File: config.mk
export PLATFORM = sky130hd
export DESIGN_NAME = kwdog_top
export DESIGN_NICKNAME = d
export VERILOG_FILES = /design/src/rtl/kwdog_pkg.sv /design/src/rtl/kwdog_presc.sv /design/src/rtl/kwdog_core.sv /design/src/rtl/kwdog_regs.sv /design/src/rtl/kwdog_top.sv
export SDC_FILE = /design/constraint.sdc
export NUM_CORES = 1
export LEC_CHECK = 0
export BUFFER_PORTS_ARGS = -buffer_cell sky130_fd_sc_hd__buf_2
export CAP_MARGIN = 20
export CORE_MARGIN = 2
export CORE_UTILIZATION = 55
export CTS_BUF_LIST = sky130_fd_sc_hd__clkbuf_4 sky130_fd_sc_hd__clkbuf_8
export DETAILED_ROUTE_END_ITERATION = 12
export MAX_ROUTING_LAYER = met4
export PLACE_DENSITY = 0.81
export SYNTH_ARGS = -nofsm -noshare
export SYNTH_HDL_FRONTEND = slang
export SYNTH_SLANG_ARGS = --single-unit
File: constraint.sdc
create_clock -name clk -period 4.34 [get_ports clk]
set_input_delay 0.217 -clock clk [delete_from_list [all_inputs] [get_ports clk]]
set_output_delay 0.217 -clock clk [all_outputs]
set_load 0.05 [all_outputs]
File: src/rtl/kwdog_pkg.sv
package kwdog_pkg;

   localparam logic [7:0] KEY_SERVICE = 8'h4E;
   localparam logic [7:0] KEY_STOP    = 8'hB1;

   typedef enum logic [1:0] {
      A_CTRL = 2'd0,
      A_CMD  = 2'd1,
      A_CNT  = 2'd2,
      A_STAT = 2'd3
   } reg_addr_e;

   typedef struct packed {
      logic       en;
      logic       out_rst;
      logic [1:0] win;
      logic [1:0] tap;
   } ctrl_t;

   localparam ctrl_t CTRL_INIT = '{en: 1'b1, out_rst: 1'b1, win: 2'b01, tap: 2'b00};

endpackage

File: src/rtl/kwdog_presc.sv
module kwdog_presc #(
   parameter int TAP_BASE = 2,
   parameter int TAP_STEP = 2
) (
   input  logic       clk,
   input  logic       rst_n,
   input  logic       restart,
   input  logic [1:0] tap_sel,
   output logic       tick
);
   localparam int NUM_TAPS = 4;
   localparam int PRESC_W  = TAP_BASE + TAP_STEP * (NUM_TAPS - 1);

   generate
      if (TAP_BASE < 1 || TAP_STEP < 1) begin : g_bad_tap
         $error("kwdog_presc: TAP_BASE and TAP_STEP must be at least 1");
      end
   endgenerate

   logic [PRESC_W-1:0]  phase_q;
   logic [NUM_TAPS-1:0] hit;

   always_ff @(posedge clk or negedge rst_n) begin
      if (!rst_n)       phase_q <= '0;
      else if (restart) phase_q <= '0;
      else              phase_q <= phase_q + 1'b1;
   end

   for (genvar i = 0; i < NUM_TAPS; i++) begin : g_tap
      localparam int TW = TAP_BASE + TAP_STEP * i;
      assign hit[i] = &phase_q[TW-1:0];
   end

   assign tick = hit[tap_sel];

endmodule

File: src/rtl/kwdog_core.sv
module kwdog_core #(
   parameter int CNT_W = 8
) (
   input  logic             clk,
   input  logic             rst_n,
   input  logic             tick,
   input  logic             running,
   input  logic             svc_key,
   input  logic [1:0]       win_sel,
   output logic [CNT_W-1:0] cnt,
   output logic             fault
);
   localparam logic [CNT_W-1:0] CNT_MAX = '1;
   localparam logic [CNT_W-1:0] OPEN_Q1 = CNT_W'(1) << (CNT_W - 2);
   localparam logic [CNT_W-1:0] OPEN_H  = CNT_W'(1) << (CNT_W - 1);
   localparam logic [CNT_W-1:0] OPEN_Q3 = CNT_W'(3) << (CNT_W - 2);
   localparam logic [CNT_W-1:0] OPEN_E7 = CNT_W'(7) << (CNT_W - 3);

   logic [CNT_W-1:0] cnt_q;
   logic [CNT_W-1:0] open_at;
   logic             wrap, early;

   always_comb begin
      case (win_sel)
         2'd0:    open_at = OPEN_Q1;
         2'd1:    open_at = OPEN_H;
         2'd2:    open_at = OPEN_Q3;
         default: open_at = OPEN_E7;
      endcase
   end

   assign wrap  = running && tick && (cnt_q == CNT_MAX) && !svc_key;
   assign early = running && svc_key && (cnt_q < open_at);
   assign fault = wrap || early;

   always_ff @(posedge clk or negedge rst_n) begin
      if (!rst_n)                cnt_q <= '0;
      else if (svc_key)          cnt_q <= '0;
      else if (running && tick)  cnt_q <= cnt_q + 1'b1;
   end

   assign cnt = cnt_q;

endmodule

File: src/rtl/kwdog_regs.sv
module kwdog_regs
   import kwdog_pkg::*;
#(
   parameter int CNT_W = 8
) (
   input  logic             clk,
   input  logic             rst_n,
   input  logic             bus_wr,
   input  logic             bus_rd,
   input  logic [1:0]       bus_addr,
   input  logic [7:0]       bus_wdata,
   input  logic [CNT_W-1:0] cnt,
   input  logic             fault,
   output ctrl_t            ctrl,
   output logic             running,
   output logic             svc_key,
   output logic             presc_restart,
   output logic             irq_stat,
   output logic [7:0]       rdata,
   output logic             rst_req,
   output logic             irq_req
);
   ctrl_t ctrl_q;
   logic  run_q, irq_q;
   logic  ctrl_wr, cmd_wr, stop_key, stat_rd, irq_set;

   assign ctrl_wr       = bus_wr && (bus_addr == A_CTRL);
   assign cmd_wr        = bus_wr && (bus_addr == A_CMD);
   assign svc_key       = cmd_wr && (bus_wdata == KEY_SERVICE);
   assign stop_key      = cmd_wr && (bus_wdata == KEY_STOP);
   assign stat_rd       = bus_rd && (bus_addr == A_STAT);
   assign presc_restart = svc_key || ctrl_wr;
   assign irq_set       = fault && !ctrl_q.out_rst;

   always_ff @(posedge clk or negedge rst_n) begin
      if (!rst_n)       ctrl_q <= CTRL_INIT;
      else if (ctrl_wr) ctrl_q <= ctrl_t'(bus_wdata[5:0]);
   end

   always_ff @(posedge clk or negedge rst_n) begin
      if (!rst_n)                          run_q <= 1'b1;
      else if (ctrl_wr && bus_wdata[5])    run_q <= 1'b1;
      else if (stop_key && !ctrl_q.en)     run_q <= 1'b0;
   end

   always_ff @(posedge clk or negedge rst_n) begin
      if (!rst_n)       irq_q <= 1'b0;
      else if (irq_set) irq_q <= 1'b1;
      else if (stat_rd) irq_q <= 1'b0;
   end

   always_ff @(posedge clk or negedge rst_n) begin
      if (!rst_n) begin
         rst_req <= 1'b0;
         irq_req <= 1'b0;
      end else begin
         rst_req <= fault && ctrl_q.out_rst;
         irq_req <= irq_set;
      end
   end

   always_ff @(posedge clk or negedge rst_n) begin
      if (!rst_n) rdata <= '0;
      else if (bus_rd) begin
         case (bus_addr)
            A_CTRL:  rdata <= {2'b00, ctrl_q};
            A_CNT:   rdata <= 8'(cnt);
            A_STAT:  rdata <= {6'd0, irq_q, run_q};
            default: rdata <= '0;
         endcase
      end else begin
         rdata <= '0;
      end
   end

   assign ctrl     = ctrl_q;
   assign running  = run_q;
   assign irq_stat = irq_q;

endmodule

File: src/rtl/kwdog_top.sv
module kwdog_top
   import kwdog_pkg::*;
#(
   parameter int CNT_W    = 8,
   parameter int TAP_BASE = 2,
   parameter int TAP_STEP = 2
) (
   input  logic       clk,
   input  logic       rst_n,
   input  logic       bus_wr,
   input  logic       bus_rd,
   input  logic [1:0] bus_addr,
   input  logic [7:0] bus_wdata,
   output logic [7:0] bus_rdata,
   output logic       wdt_rst_req,
   output logic       wdt_irq_req
);
   generate
      if (CNT_W < 4 || CNT_W > 8) begin : g_bad_width
         $error("kwdog_top: CNT_W must lie in 4..8");
      end
   endgenerate

   ctrl_t            ctrl;
   logic             running, svc_key, presc_restart, irq_stat;
   logic             tick, fault;
   logic [CNT_W-1:0] cnt_q;

   kwdog_presc #(.TAP_BASE(TAP_BASE), .TAP_STEP(TAP_STEP)) u_presc (
      .clk     (clk),
      .rst_n   (rst_n),
      .restart (presc_restart),
      .tap_sel (ctrl.tap),
      .tick    (tick)
   );

   kwdog_core #(.CNT_W(CNT_W)) u_core (
      .clk     (clk),
      .rst_n   (rst_n),
      .tick    (tick),
      .running (running),
      .svc_key (svc_key),
      .win_sel (ctrl.win),
      .cnt     (cnt_q),
      .fault   (fault)
   );

   kwdog_regs #(.CNT_W(CNT_W)) u_regs (
      .clk           (clk),
      .rst_n         (rst_n),
      .bus_wr        (bus_wr),
      .bus_rd        (bus_rd),
      .bus_addr      (bus_addr),
      .bus_wdata     (bus_wdata),
      .cnt           (cnt_q),
      .fault         (fault),
      .ctrl          (ctrl),
      .running       (running),
      .svc_key       (svc_key),
      .presc_restart (presc_restart),
      .irq_stat      (irq_stat),
      .rdata         (bus_rdata),
      .rst_req       (wdt_rst_req),
      .irq_req       (wdt_irq_req)
   );

endmodule

=== Word level (Yosys, flattened, before mapping) ===
Index checks and enable logic that the tools add are counted.

* $add $sub $neg: 2
* Magnitude comparators: 2
* Eq/ne operators: 8
* Muxes and demuxes: 12
* Reduce and logical (&&, ||, !) cells: 28

{| class="wikitable"
|+ Operators by type and width
! cell !! count
|-
| case mux 8 bit (3 select lines) || 2
|-
| two-way mux 8 bit || 4
|-
| adder 8 x 1 -> 8 bit, second input constant || 2
|-
| == test 8 bit, second input constant || 2
|-
| logical AND 1 bit || 14
|-
| == test 8 x 7 -> 1 bit, second input constant || 1
|-
| < comparator 8 bit || 1
|-
| AND reduction 8 bit || 1
|-
| == test 2 bit, second input constant || 3
|-
| AND reduction 6 bit || 1
|-
| nonzero test 2 bit || 3
|-
| two-way mux 1 bit || 5
|-
| == test 2 x 1 -> 1 bit, second input constant || 2
|-
| zero test 2 bit || 2
|-
| AND reduction 4 bit || 1
|-
| zero test 1 bit || 3
|-
| < comparator 2 x 3 -> 1 bit, second input constant || 1
|-
| binary-select mux 1 bit (select 2 bit) || 1
|-
| logical OR 1 bit || 2
|-
| AND reduction 2 bit || 1
|}

* Flip-flop bits (word level): 34
* Input bits: 14
* Output and inout port bits: 10

=== Depth between registers and ports, before layout ===
Gate-level depths: netlist of run 1.

* Depth in word-level cells: 9
* Depth in mapped cells: 6

=== Modules after synthesis ===
A second synthesis of run 1 with hierarchy kept.

* Cells, all modules: 156
* Area, all modules: 1679.1 µm²

{| class="wikitable"
|+ By module, submodules not included
! module !! instances !! cells each !! area an instance (µm²) !! sequential area each (µm²)
|-
| kwdog_regs || 1 || 63 || 778.2 || 455.4
|-
| kwdog_core || 1 || 51 || 478.0 || 200.2
|-
| kwdog_presc || 1 || 42 || 422.9 || 200.2
|}

=== Worst setup path before layout of run 1 ===
No wires, ideal clock.

* Path type: register -> register
* Start: register u_presc.phase_q[0]
* End: register u_regs.irq_req
* Data arrival time: 1.835 ns
* Setup slack: 2.428 ns
* Cell stages (with the launch flop): 7
* Buffers on the path: 1
* Period minus slack after synthesis: 1.912 ns
* Cell sequence: dfrtp_1 > ha_1 > nand3_2 > or4_1 > buf_2 > a2111o_1 > a21oi_1

* Cells in the longest elaborated chain, start to end: 8
* Elaborated cells on any way between the ends: 11
* Classes of those cells: mux: 2; reduce/logical: 9

{| class="wikitable"
|+ RTL lines
! element !! RTL line !! source
|-
| from (decl) || kwdog_presc.sv:20 || <nowiki>logic [PRESC_W-1:0] phase_q;</nowiki>
|-
| from (signal assigned) || kwdog_presc.sv:26 || <nowiki>else phase_q <= phase_q + 1'b1;</nowiki>
|-
| AND reduction 8 bit (tied with other cells) || kwdog_presc.sv:31 || <nowiki>assign hit[i] = &phase_q[TW-1:0];</nowiki>
|-
| binary-select mux 1 bit (select 2 bit) (*) || kwdog_presc.sv:34 || <nowiki>assign tick = hit[tap_sel];</nowiki>
|-
| two-way mux 1 bit (implied by the code) (*) || kwdog_presc.sv:34 ||
|-
| logical AND 1 bit (*) (3 in a row) || kwdog_core.sv:32 || <nowiki>assign wrap = running && tick && (cnt_q == CNT_MAX) && !svc_key;</nowiki>
|-
| logical OR 1 bit (*) || kwdog_core.sv:34 || <nowiki>assign fault = wrap || early;</nowiki>
|-
| logical AND 1 bit (*) || kwdog_regs.sv:33 || <nowiki>assign irq_set = fault && !ctrl_q.out_rst;</nowiki>
|-
| net u_regs.irq_set || kwdog_regs.sv:25 || <nowiki>logic ctrl_wr, cmd_wr, stop_key, stat_rd, irq_set;</nowiki>
|-
| to (signal assigned) || kwdog_regs.sv:58 || <nowiki>irq_req <= irq_set;</nowiki>
|-
| to (decl) || kwdog_regs.sv:21 || <nowiki>output logic irq_req</nowiki>
|}

The timed path passes the listed nets; every way through them passes the cells marked *. The select of a mux whose other input is x is not followed.
A chain may end at the register's enable or synchronous reset.

=== Worst setup path after layout of run 1 ===
* Start: register u_presc.phase_q[0]
* End: register u_regs.rst_req

* Cells in the longest elaborated chain, start to end: 8
* Elaborated cells on any way between the ends: 11
* Classes of those cells: mux: 2; reduce/logical: 9

{| class="wikitable"
|+ RTL lines
! element !! RTL line !! source
|-
| AND reduction 8 bit (tied with other cells) || kwdog_presc.sv:31 ||
|-
| binary-select mux 1 bit (select 2 bit) (*) || kwdog_presc.sv:34 ||
|-
| two-way mux 1 bit (implied by the code) (*) || kwdog_presc.sv:34 ||
|-
| logical AND 1 bit (*) (3 in a row) || kwdog_core.sv:32 ||
|-
| logical OR 1 bit (*) || kwdog_core.sv:34 ||
|-
| logical AND 1 bit (*) || kwdog_regs.sv:57 || <nowiki>rst_req <= fault && ctrl_q.out_rst;</nowiki>
|-
| to (signal assigned) || kwdog_regs.sv:57 ||
|-
| to (decl) || kwdog_regs.sv:20 || <nowiki>output logic rst_req,</nowiki>
|}

Mark *: on every way between the ends. The rest lies on a longest branch, timed or not. The select of a mux whose other input is x is not followed.

==> results of run 1 <==
==> path summary, 6_finish.rpt <==
path,to,start
setup / recovery,u_regs.rst_req,u_presc.phase_q[0]
hold / removal,u_regs.rdata[0],bus_rd
setup reg to reg,u_regs.rst_req,u_presc.phase_q[0]
hold reg to reg,u_presc.phase_q[0],u_presc.phase_q[0]
max in group asynchronous,u_presc.phase_q[3],rst_n
min in group asynchronous,u_regs.rdata[0],rst_n
==> logic make-up (layout without fill, tap and decap cells) <==
kind of cell | Yosys count | in the layout | synth area share
AO/OA/AOI/OAI | 26 | 26 | 0.107
XOR/XNOR | 6 | 6 | 0.0299
adder cells (fa/ha/maj) | 4 | 4 | 0.0284
buffers and inverters | 8 | 32 | 0.0178
flip-flops | 34 | 34 | 0.486
multiplexers | 15 | 15 | 0.0896
AND/OR/NAND/NOR | 76 | 76 | 0.242
==> worst max-delay path, cell delays in order, from the launching register on <==
cell      delay (ps)
dfrtp_1          390
ha_1             240
nand3_2          130
or4_1            690
a2111o_1         430
a21boi_1         150
==> cell type report <==
class | instances | area, um^2 | area share
sequential | 34 | 856 | 0.433
timing repair buffer | 24 | 125 | 0.0633
multi-input combinational | 127 | 873 | 0.442
clock buffer | 8 | 66.3 | 0.0336
tap | 44 | 55.1 | 0.0279
==> power by group through the flow <==
stage / Combinational [mW] / Sequential [mW] / Clock [mW]
floorplan: 0.131 / 0.453 / 0
global placement: 0.189 / 0.446 / 0
detailed placement: 0.200 / 0.451 / 0
CTS: 0.202 / 0.445 / 0.200
global route: 0.224 / 0.456 / 0.214
finish: 0.201 / 0.447 / 0.198
==> flip-flops by register name, summed over array words and instances, names as in the netlist <==
register         count
u_core.cnt           8
u_presc.phase_q      8
u_regs.rdata         8
u_regs.ctrl          6
u_regs.irq_req       1
u_regs.irq_stat      1
u_regs.rst_req       1
u_regs.running       1
==> per-stage QoR <==
stage	std cells	power, mW
detailed placement	228	0.651
CTS	237	0.847
finish	237	0.846
floorplan	169	0.584
global route	237	0.894
global placement	228	0.636
==> cell usage in the layout, fill, tap and decap left out, drive strengths merged, types with 2 or more instances in the layout <==
cell,synthesis,final
nand3,12,12
dfrtp,30,30
nand2b,6,6
nand4,2,2
xnor2,2,2
mux2i,9,9
ha,4,4
buf,2,23
a2111o,3,3
nand2,14,14
dfstp,4,4
a21oi,7,7
o21ai,5,5
nor2,15,15
a21boi,4,4
xor2,4,4
nor2b,3,3
clkbuf,6,8
or4,2,2
and2,3,3
mux2,6,6
and3,7,7
a21o,2,2
==> routing by layer <==
layer | up-vias | part of all wire | global-route usage
li1 | 649 | - | -
met2 | 60 | 0.48 | 0.384
met1 | 678 | 0.44 | 0.281
met5 | - | 0 | -
met4 | 0 | 0.014 | 0.109
met3 | 8 | 0.070 | 0.0576
==> what timing repair did <==
action,4_1_cts,5_1_grt
gates resized for setup,0,0
hold buffers,1,0
endpoints found under the hold margin,30,0
==> reports/results.ini, run 1 <==
[final_layout]
antenna_cells=0
drive_gt1_frac=0.249
final_area_um2=1980
area.growth.synth_to_final_pct=12.2
fin_util=0.647
layout.nets=210
n_fill_cell=254

[synth]
ys_seq_area_frac=0.486
async_reset_ff_frac=1.00
ys_top_cells_by_area=dfrtp_1, dfstp_2, mux2i_1
synthFlopType=dfrtp_1
synth_fp_nets=187
syn_inst=169
synth_edf_count=0
synth_area_um2=1760
synth_cell_types=47
ys_warn_count=0
synth_commonest_cells=dfrtp_1, nor2_1, nand2_1
synth_seq_cells=34
yosysMostFrequentCell=dfrtp_1
synth_top_area_frac=0.426
avgSynthCellArea_um2=10.4
yosys.area.top_type=dfrtp_1

[die]
design.portCount=24
core_area_um2=3050
die_area_um2=3670
initial_core_util=0.577
dieHeight_um=60.6
num_rows=20
fp.dieW_um=60.6

[place]
post-dp-hpwl_um=2710
place_congestion=0.876
io_buffers=23
placed_area_um2=1900
dp_slack_ps=2260

[job]
cap_violations=0

[worst_setup_path]
worstPathRequired_ps=4600
path_class=register to register
worstPathMaxFanout=8
r2r_setup_slack_ps=2240
cp.arrival_ps=2360
r2r.worst_path.cells=5
critPathCaptureType=register
critPathLaunchType=register

[sta]
hold_violations=0
fmax_mhz=476
skew_ps=7.81
grt_setup_unrepaired=false
whs_ps=140
setup_tns_ps=0
max_slew_margin=0.513
tightest_slew_ps=730
drv_slew=0
layout_setup_ws_ps=2240
setup_viol_count_final=0
min_period_over_period=0.484
finalCriticalPeriod_ps=2100

[clocking]
cts_setup_buffers=0
cts_tree=built
path_clk_slew_ps=100
cts-buffers-inserted=5
htree_levels=2
cts_num_sinks=34
clk_latency_ps=340
cts.path.max_buffers=2
cts_root_buf=clkbuf_4

[routing]
vias=1395
drt-initial-drc-count=60
routedWlPerCell_um=15.6
drcViolationCount=0
final_antenna_net_count=0
route.final.wire_length_um=3710
routed_via_density=5.89
drt_pass1_iterations=4

[status]
status=finished, final reports clean

[power_and_ir_drop]
power_density_nw_per_um2=428
combPwrFrac=0.238
clkPwrFrac=0.234
p_leak_nw=0.934
p_sw_frac=0.338
p_int_uw=560
ir_drop_mv=0.205
pwr-share-seq=0.529
switchingPower_uw=286

[grt]
track_usage=0.238
grt_first_pass_wirelength_um=6180
first_global_vias=1365
grt_max_degree=35
grt_overflow_total=0
antenna_found_initial=0

[min_path]
hold_class=input port to register
hold_depth=2

Power figures use the tool's default switching activity.
==> run 2, diff against run 1 <==
--- a/config.mk
+++ b/config.mk
@@ -8,7 +8,7 @@
 export BUFFER_PORTS_ARGS = -buffer_cell sky130_fd_sc_hd__buf_2
 export CAP_MARGIN = 20
 export CORE_MARGIN = 2
-export CORE_UTILIZATION = 55
+export CORE_UTILIZATION = 53
 export CTS_BUF_LIST = sky130_fd_sc_hd__clkbuf_4 sky130_fd_sc_hd__clkbuf_8
 export DETAILED_ROUTE_END_ITERATION = 12
 export MAX_ROUTING_LAYER = met4
==> constraint.sdc (replaced) <==
create_clock -name clk -period 1.9 [get_ports clk]
set_input_delay 0.095 -clock clk [delete_from_list [all_inputs] [get_ports clk]]
set_output_delay 0.095 -clock clk [all_outputs]
set_load 0.05 [all_outputs]
==> run 2 against run 1 <==
Sequential share of layout area is 2.7 points lower. Critical path depth is 1 lower. Worst setup slack worse by 2200 ps. Register-to-register slack worse by 2200 ps. Fmax is 12% higher. Clock power is 120% higher. First-iteration DRC count is 22% higher.
==> reports/results.ini, run 2 (synthesis gave the netlist of run 1 again) <==
[worst_setup_path]
reg2reg_from=u_regs.running
path_class=register to register
worstPathRequired_ps=2160
r2r_setup_slack_ps=20
cp.arrival_ps=2140
crit_start=u_regs.running
critPathLaunchType=register
worstPathMaxFanout=7
critPathCaptureType=register

[die]
fp.dieW_um=61.6
die_area_um2=3800
dieHeight_um=61.6
num_rows=20
initial_core_util=0.567
design.portCount=24
core_area_um2=3100

[grt]
first_global_vias=1325
grt_first_pass_wirelength_um=5910
grt_overflow_total=0
track_usage=0.224
antenna_found_initial=0
grt_max_degree=35

[clocking]
cts.path.max_buffers=2
htree_levels=2
clk_latency_ps=330
path_clk_slew_ps=100
cts-buffers-inserted=5
cts_root_buf=clkbuf_4
cts_num_sinks=34
cts_tree=built

[place]
place_congestion=0.881
io_buffers=23
post-dp-hpwl_um=2620

[final_layout]
most-common-layout-cells=dfrtp_1, buf_2, nor2_1
layout.nets=224
layout.cells.most_common=dfrtp_1
drive_gt1_frac=0.333
fin_util=0.680
n_fill_cell=248
seq_area_um2=856
antenna_cells=0
multi_input_comb_area_um2=902
area.growth.synth_to_final_pct=19.8

[power_and_ir_drop]
power_density_nw_per_um2=949
p_leak_nw=1.00
ir_drop_mv=0.539

[routing]
vias=1421
routedWlPerCell_um=14.4
drt-initial-drc-count=73
final_antenna_net_count=0
route.final.wire_length_um=3620
drcViolationCount=0
drt_pass1_iterations=4
routed_via_density=5.66

[sta]
finalCriticalPeriod_ps=1880
drv_slew=0
tightest_slew_ps=728
fmax_mhz=533
max_slew_margin=0.515
skew_ps=5.55
min_period_over_period=0.988
grt_setup_unrepaired=true
whs_ps=18.4
setup_viol_count_final=0
hold_violations=0

[min_path]
worstHoldStart=bus_wdata[4]
hold_class=input port to register

[job]
cap_violations=0

[status]
status=finished, final reports clean

==> run 2: changes by cell type in the layout (fill, tap and decap cells not counted), moves of 2 or more <==
cell / previous run / this run
buf_4: 0 / 14
a21oi_1: 7 / 4
a21oi_2: 0 / 3
or4_1: 2 / 0
or4_4: 0 / 2
==> run 2: worst paths after layout <==
check                           depth (start not counted)         endpoint
worst max-delay path                                    4   u_regs.rst_req
worst min-delay path                                    2   u_regs.ctrl[4]
worst max register to register                          4   u_regs.rst_req
worst min register to register                          1  u_regs.irq_stat
max in group asynchronous                               2  u_regs.rdata[6]
min in group asynchronous                               2   u_regs.rst_req
==> run 2: repair_timing <==
item	CTS	global route
pin swaps	0	1
hold buffers	1	0
hold endpoints to repair	30	0
gates resized for setup	1	6
setup endpoints to repair	4	9
setup buffers	1	1
==> run 2: cell type report <==
cell class              instances  area share
clock buffers                   8      0.0314
multi-input cells             127       0.428
flip-flops and latches         34       0.406
well taps                      44      0.0261
repair buffers                 38       0.109
==> run 2: metal layers <==
metal,vias up,global-route usage,part of all wire
met4,0,0.0790,0.013
met2,55,0.343,0.47
met3,7,0.0504,0.071
met1,679,0.293,0.44
li1,680,-,-
met5,-,-,0
==> run 2: critical path, cell delays in order, from the launching register on <==
cell and delay [ps]:
dfstp_2 600, nand2_1 70, or4_4 590, a2111o_1 420, a21boi_1 140
==> run 2: where the power goes <==
| group | internal [mW] | total (mW) | leakage [nW] | switching (mW) |
|---|---|---|---|---|
| sequential | 0.860 | 0.985 | 0.426 | 0.125 |
| clock | 0.211 | 0.435 | 0.0394 | 0.224 |
| combinational | 0.277 | 0.582 | 0.538 | 0.306 |
==> run 2: stage by stage <==
| step | worst slack, ps | total power, mW | TNS, ps | cell area, um^2 | cells |
|---|---|---|---|---|---|
| floorplan | 2.29 | 1.34 | 0 | 1760 | 169 |
| global placement | 25.8 | 1.52 | 0 | 1990 | 240 |
| detailed placement | -7.54 | 1.54 | -7.54 | 1990 | 240 |
| CTS | 5.96 | 1.98 | 0 | 2080 | 250 |
| global route | -49.8 | 2.12 | -145 | 2110 | 251 |
| finish | 23.0 | 2.00 | 0 | 2110 | 251 |
==> run 3, diff against run 2 <==
--- a/config.mk
+++ b/config.mk
@@ -12,7 +12,8 @@
 export CTS_BUF_LIST = sky130_fd_sc_hd__clkbuf_4 sky130_fd_sc_hd__clkbuf_8
 export DETAILED_ROUTE_END_ITERATION = 12
 export MAX_ROUTING_LAYER = met4
-export PLACE_DENSITY = 0.81
+export PLACE_DENSITY = 0.82
 export SYNTH_ARGS = -nofsm -noshare
 export SYNTH_HDL_FRONTEND = slang
+export SYNTH_HIERARCHICAL = 1
 export SYNTH_SLANG_ARGS = --single-unit
==> run 3 against run 2 <==
Sequential share of layout area grew 2.1 points. Highest routed layer unchanged. Clock power grew 12%. Clock skew grew 6.7 ps. Total power grew 11%. Flip-flop and latch count is the same. Via count shrank 3.9%. Final area shrank 4.9%. First-iteration DRC count grew 9.6%. Synthesized cell count shrank 7.7%.
==> reports/results.ini, run 3 <==
[clocking]
cts_root_buf=clkbuf_4
cts_num_sinks=34
clk_latency_ps=340
cts.path.max_buffers=2
htree_levels=2
path_clk_slew_ps=90
cts_tree=built
cts-buffers-inserted=5

[final_layout]
layout.cells.most_common=dfrtp_1
fin_util=0.663
antenna_cells=0
layout.nets=211
most-common-layout-cells=dfrtp_1, buf_2, nor2_1
final_area_um2=2010
area.growth.synth_to_final_pct=19.5
drive_gt1_frac=0.326
fin_cells=237

[synth]
synth_edf_count=0
yosysMostFrequentCell=dfrtp_1
synthFlopType=dfrtp_1
ys_seq_area_frac=0.510
syn_inst=156
yosys.area.top_type=dfrtp_1
async_reset_ff_frac=1.00
ys_top_cells_by_area=dfrtp_1, dfstp_2, mux2_2
synth_commonest_cells=dfrtp_1, nor2_1, a21oi_1, nand3_1, mux2_2
synth_seq_cells=34
synth_cell_types=38
ys_warn_count=6
synth_area_um2=1680
synth_fp_nets=175
synth_top_area_frac=0.447
avgSynthCellArea_um2=10.8

[place]
dp.cells=224
io_buffers=23
place_congestion=0.895
post-dp-hpwl_um=2500
placed_area_um2=1870

[grt]
antenna_found_initial=0
grt.busiest_layer=met2
grt_max_degree=35
grt_overflow_total=0
first_global_vias=1307
grt_use_met3=0.0628
track_usage=0.233
grt_first_pass_wirelength_um=5950
use_met2=0.349
grtUsageMet1=0.302

[die]
initial_core_util=0.555
fp.dieW_um=60.3
num_rows=20
core_area_um2=3030
dieHeight_um=60.3
design.portCount=24
die_area_um2=3630

[sta]
hold_violations=0
setup_viol_count_final=0
fmax_mhz=534
min_period_over_period=0.986
finalCriticalPeriod_ps=1870
skew_ps=12.2
max_slew_margin=0.510
grt_setup_unrepaired=true
tightest_slew_ps=736
drv_slew=0

[routing]
final_antenna_net_count=0
route.final.wire_length_um=3540
drt_pass1_iterations=4
routedWlPerCell_um=14.9
vias=1365
drt-initial-drc-count=80
drcViolationCount=0
routed_via_density=5.76

[power_and_ir_drop]
combPwrFrac=0.287
pwr-share-seq=0.493
switchingPower_uw=775
p_sw_frac=0.350
p_leak_nw=0.940
power_density_nw_per_um2=1100
power_mw=2.22
ir_drop_mv=0.526
clkPwrFrac=0.221
p_int_mw=1.44

[worst_setup_path]
cp.arrival_ps=2130
critPathCaptureType=register
r2r.worst_path.cells=7
r2r_setup_slack_ps=30
worstPathRequired_ps=2160
worstPathMaxFanout=5
critPathLaunchType=register
path_class=register to register
reg2reg_from=u_presc/phase_q[1]
worstReg2RegEnd=u_core/cnt[7]

[min_path]
worstHoldStart=bus_wdata[1]
hold_depth=2
whs_endpoint=u_regs/ctrl[1]
hold_class=input port to register

[status]
status=finished, final reports clean

[job]
cap_violations=0

## run 3: stage by stage
step	setup slack [ps]	TNS [ps]	hold slack, ps
after global placement	51.6	0	179
after CTS	16.5	0	4.48
after global routing	-52.5	-154	22.2
after floorplan	63.7	0	-201
final	27.3	0	16.0
after detailed placement	-9.09	-9.09	199
## run 3: critical path, cell delays in order, from the launching register on
cell and delay, ps:
dfrtp_1 400, ha_2 210, nand4_1 80, o21ai_1 100
a31o_2 230, nand2_4 80, or4_1 530, a21oi_1 160
## run 3: final cells by class
cell class | instances | area (um^2)
well taps | 44 | 55.1
clock buffers | 8 | 78.8
inverters | 1 | 3.75
multi-input cells | 117 | 821
fillers | 237 | 1020
flip-flops and latches | 34 | 856
repair buffers | 33 | 193
## run 3: cell families after synthesis
kind of cell               Yosys count  share of synthesized area
and+or+nand+nor                     68                      0.228
DFF                                 34                      0.510
AOI/OAI and AO/OA                   25                     0.0931
muxes                               14                     0.0917
xor gates and xnor gates             5                     0.0261
buffers and inverters                5                     0.0142
adders and majority gates            5                     0.0373
## run 3: worst max path at each step
stage / startpoint / endpoint / slack, ps / cells after the start
floorplan: u_presc/phase_q[0] / u_regs/irq_stat / 60 / 9
global placement: u_presc/phase_q[0] / u_regs/irq_stat / 50 / 9
detailed placement: u_presc/phase_q[0] / u_regs/irq_stat / -9 / 9
CTS: u_presc/phase_q[0] / u_regs/irq_stat / 20 / 9
global route: u_presc/phase_q[1] / u_regs/irq_stat / -50 / 9
finish: u_presc/phase_q[1] / u_core/cnt[7] / 30 / 7
## run 3: timing repair
item,4_1_cts,5_1_grt
pin swaps,0,4
setup endpoints to repair,1,6
buffers inserted,0,4
hold endpoints to repair,30,0
gates resized for setup,1,7
hold buffers,1,0
## run 3: per-layer routing
layer  share of wire  wire length (um)
met1            0.44              1560
met2            0.47              1670
met3           0.071               252
met4           0.015                53
met5               0                 0
## run 3: power groups by stage
| stage | registers (mW) | clock network (mW) | logic, mW |
|---|---|---|---|
| after floorplan | 1.11 | 0 | 0.351 |
| after global placement | 1.08 | 0 | 0.548 |
| after detailed placement | 1.10 | 0 | 0.579 |
| after CTS | 1.08 | 0.500 | 0.584 |
| after global routing | 1.12 | 0.530 | 0.712 |
| final | 1.09 | 0.489 | 0.635 |
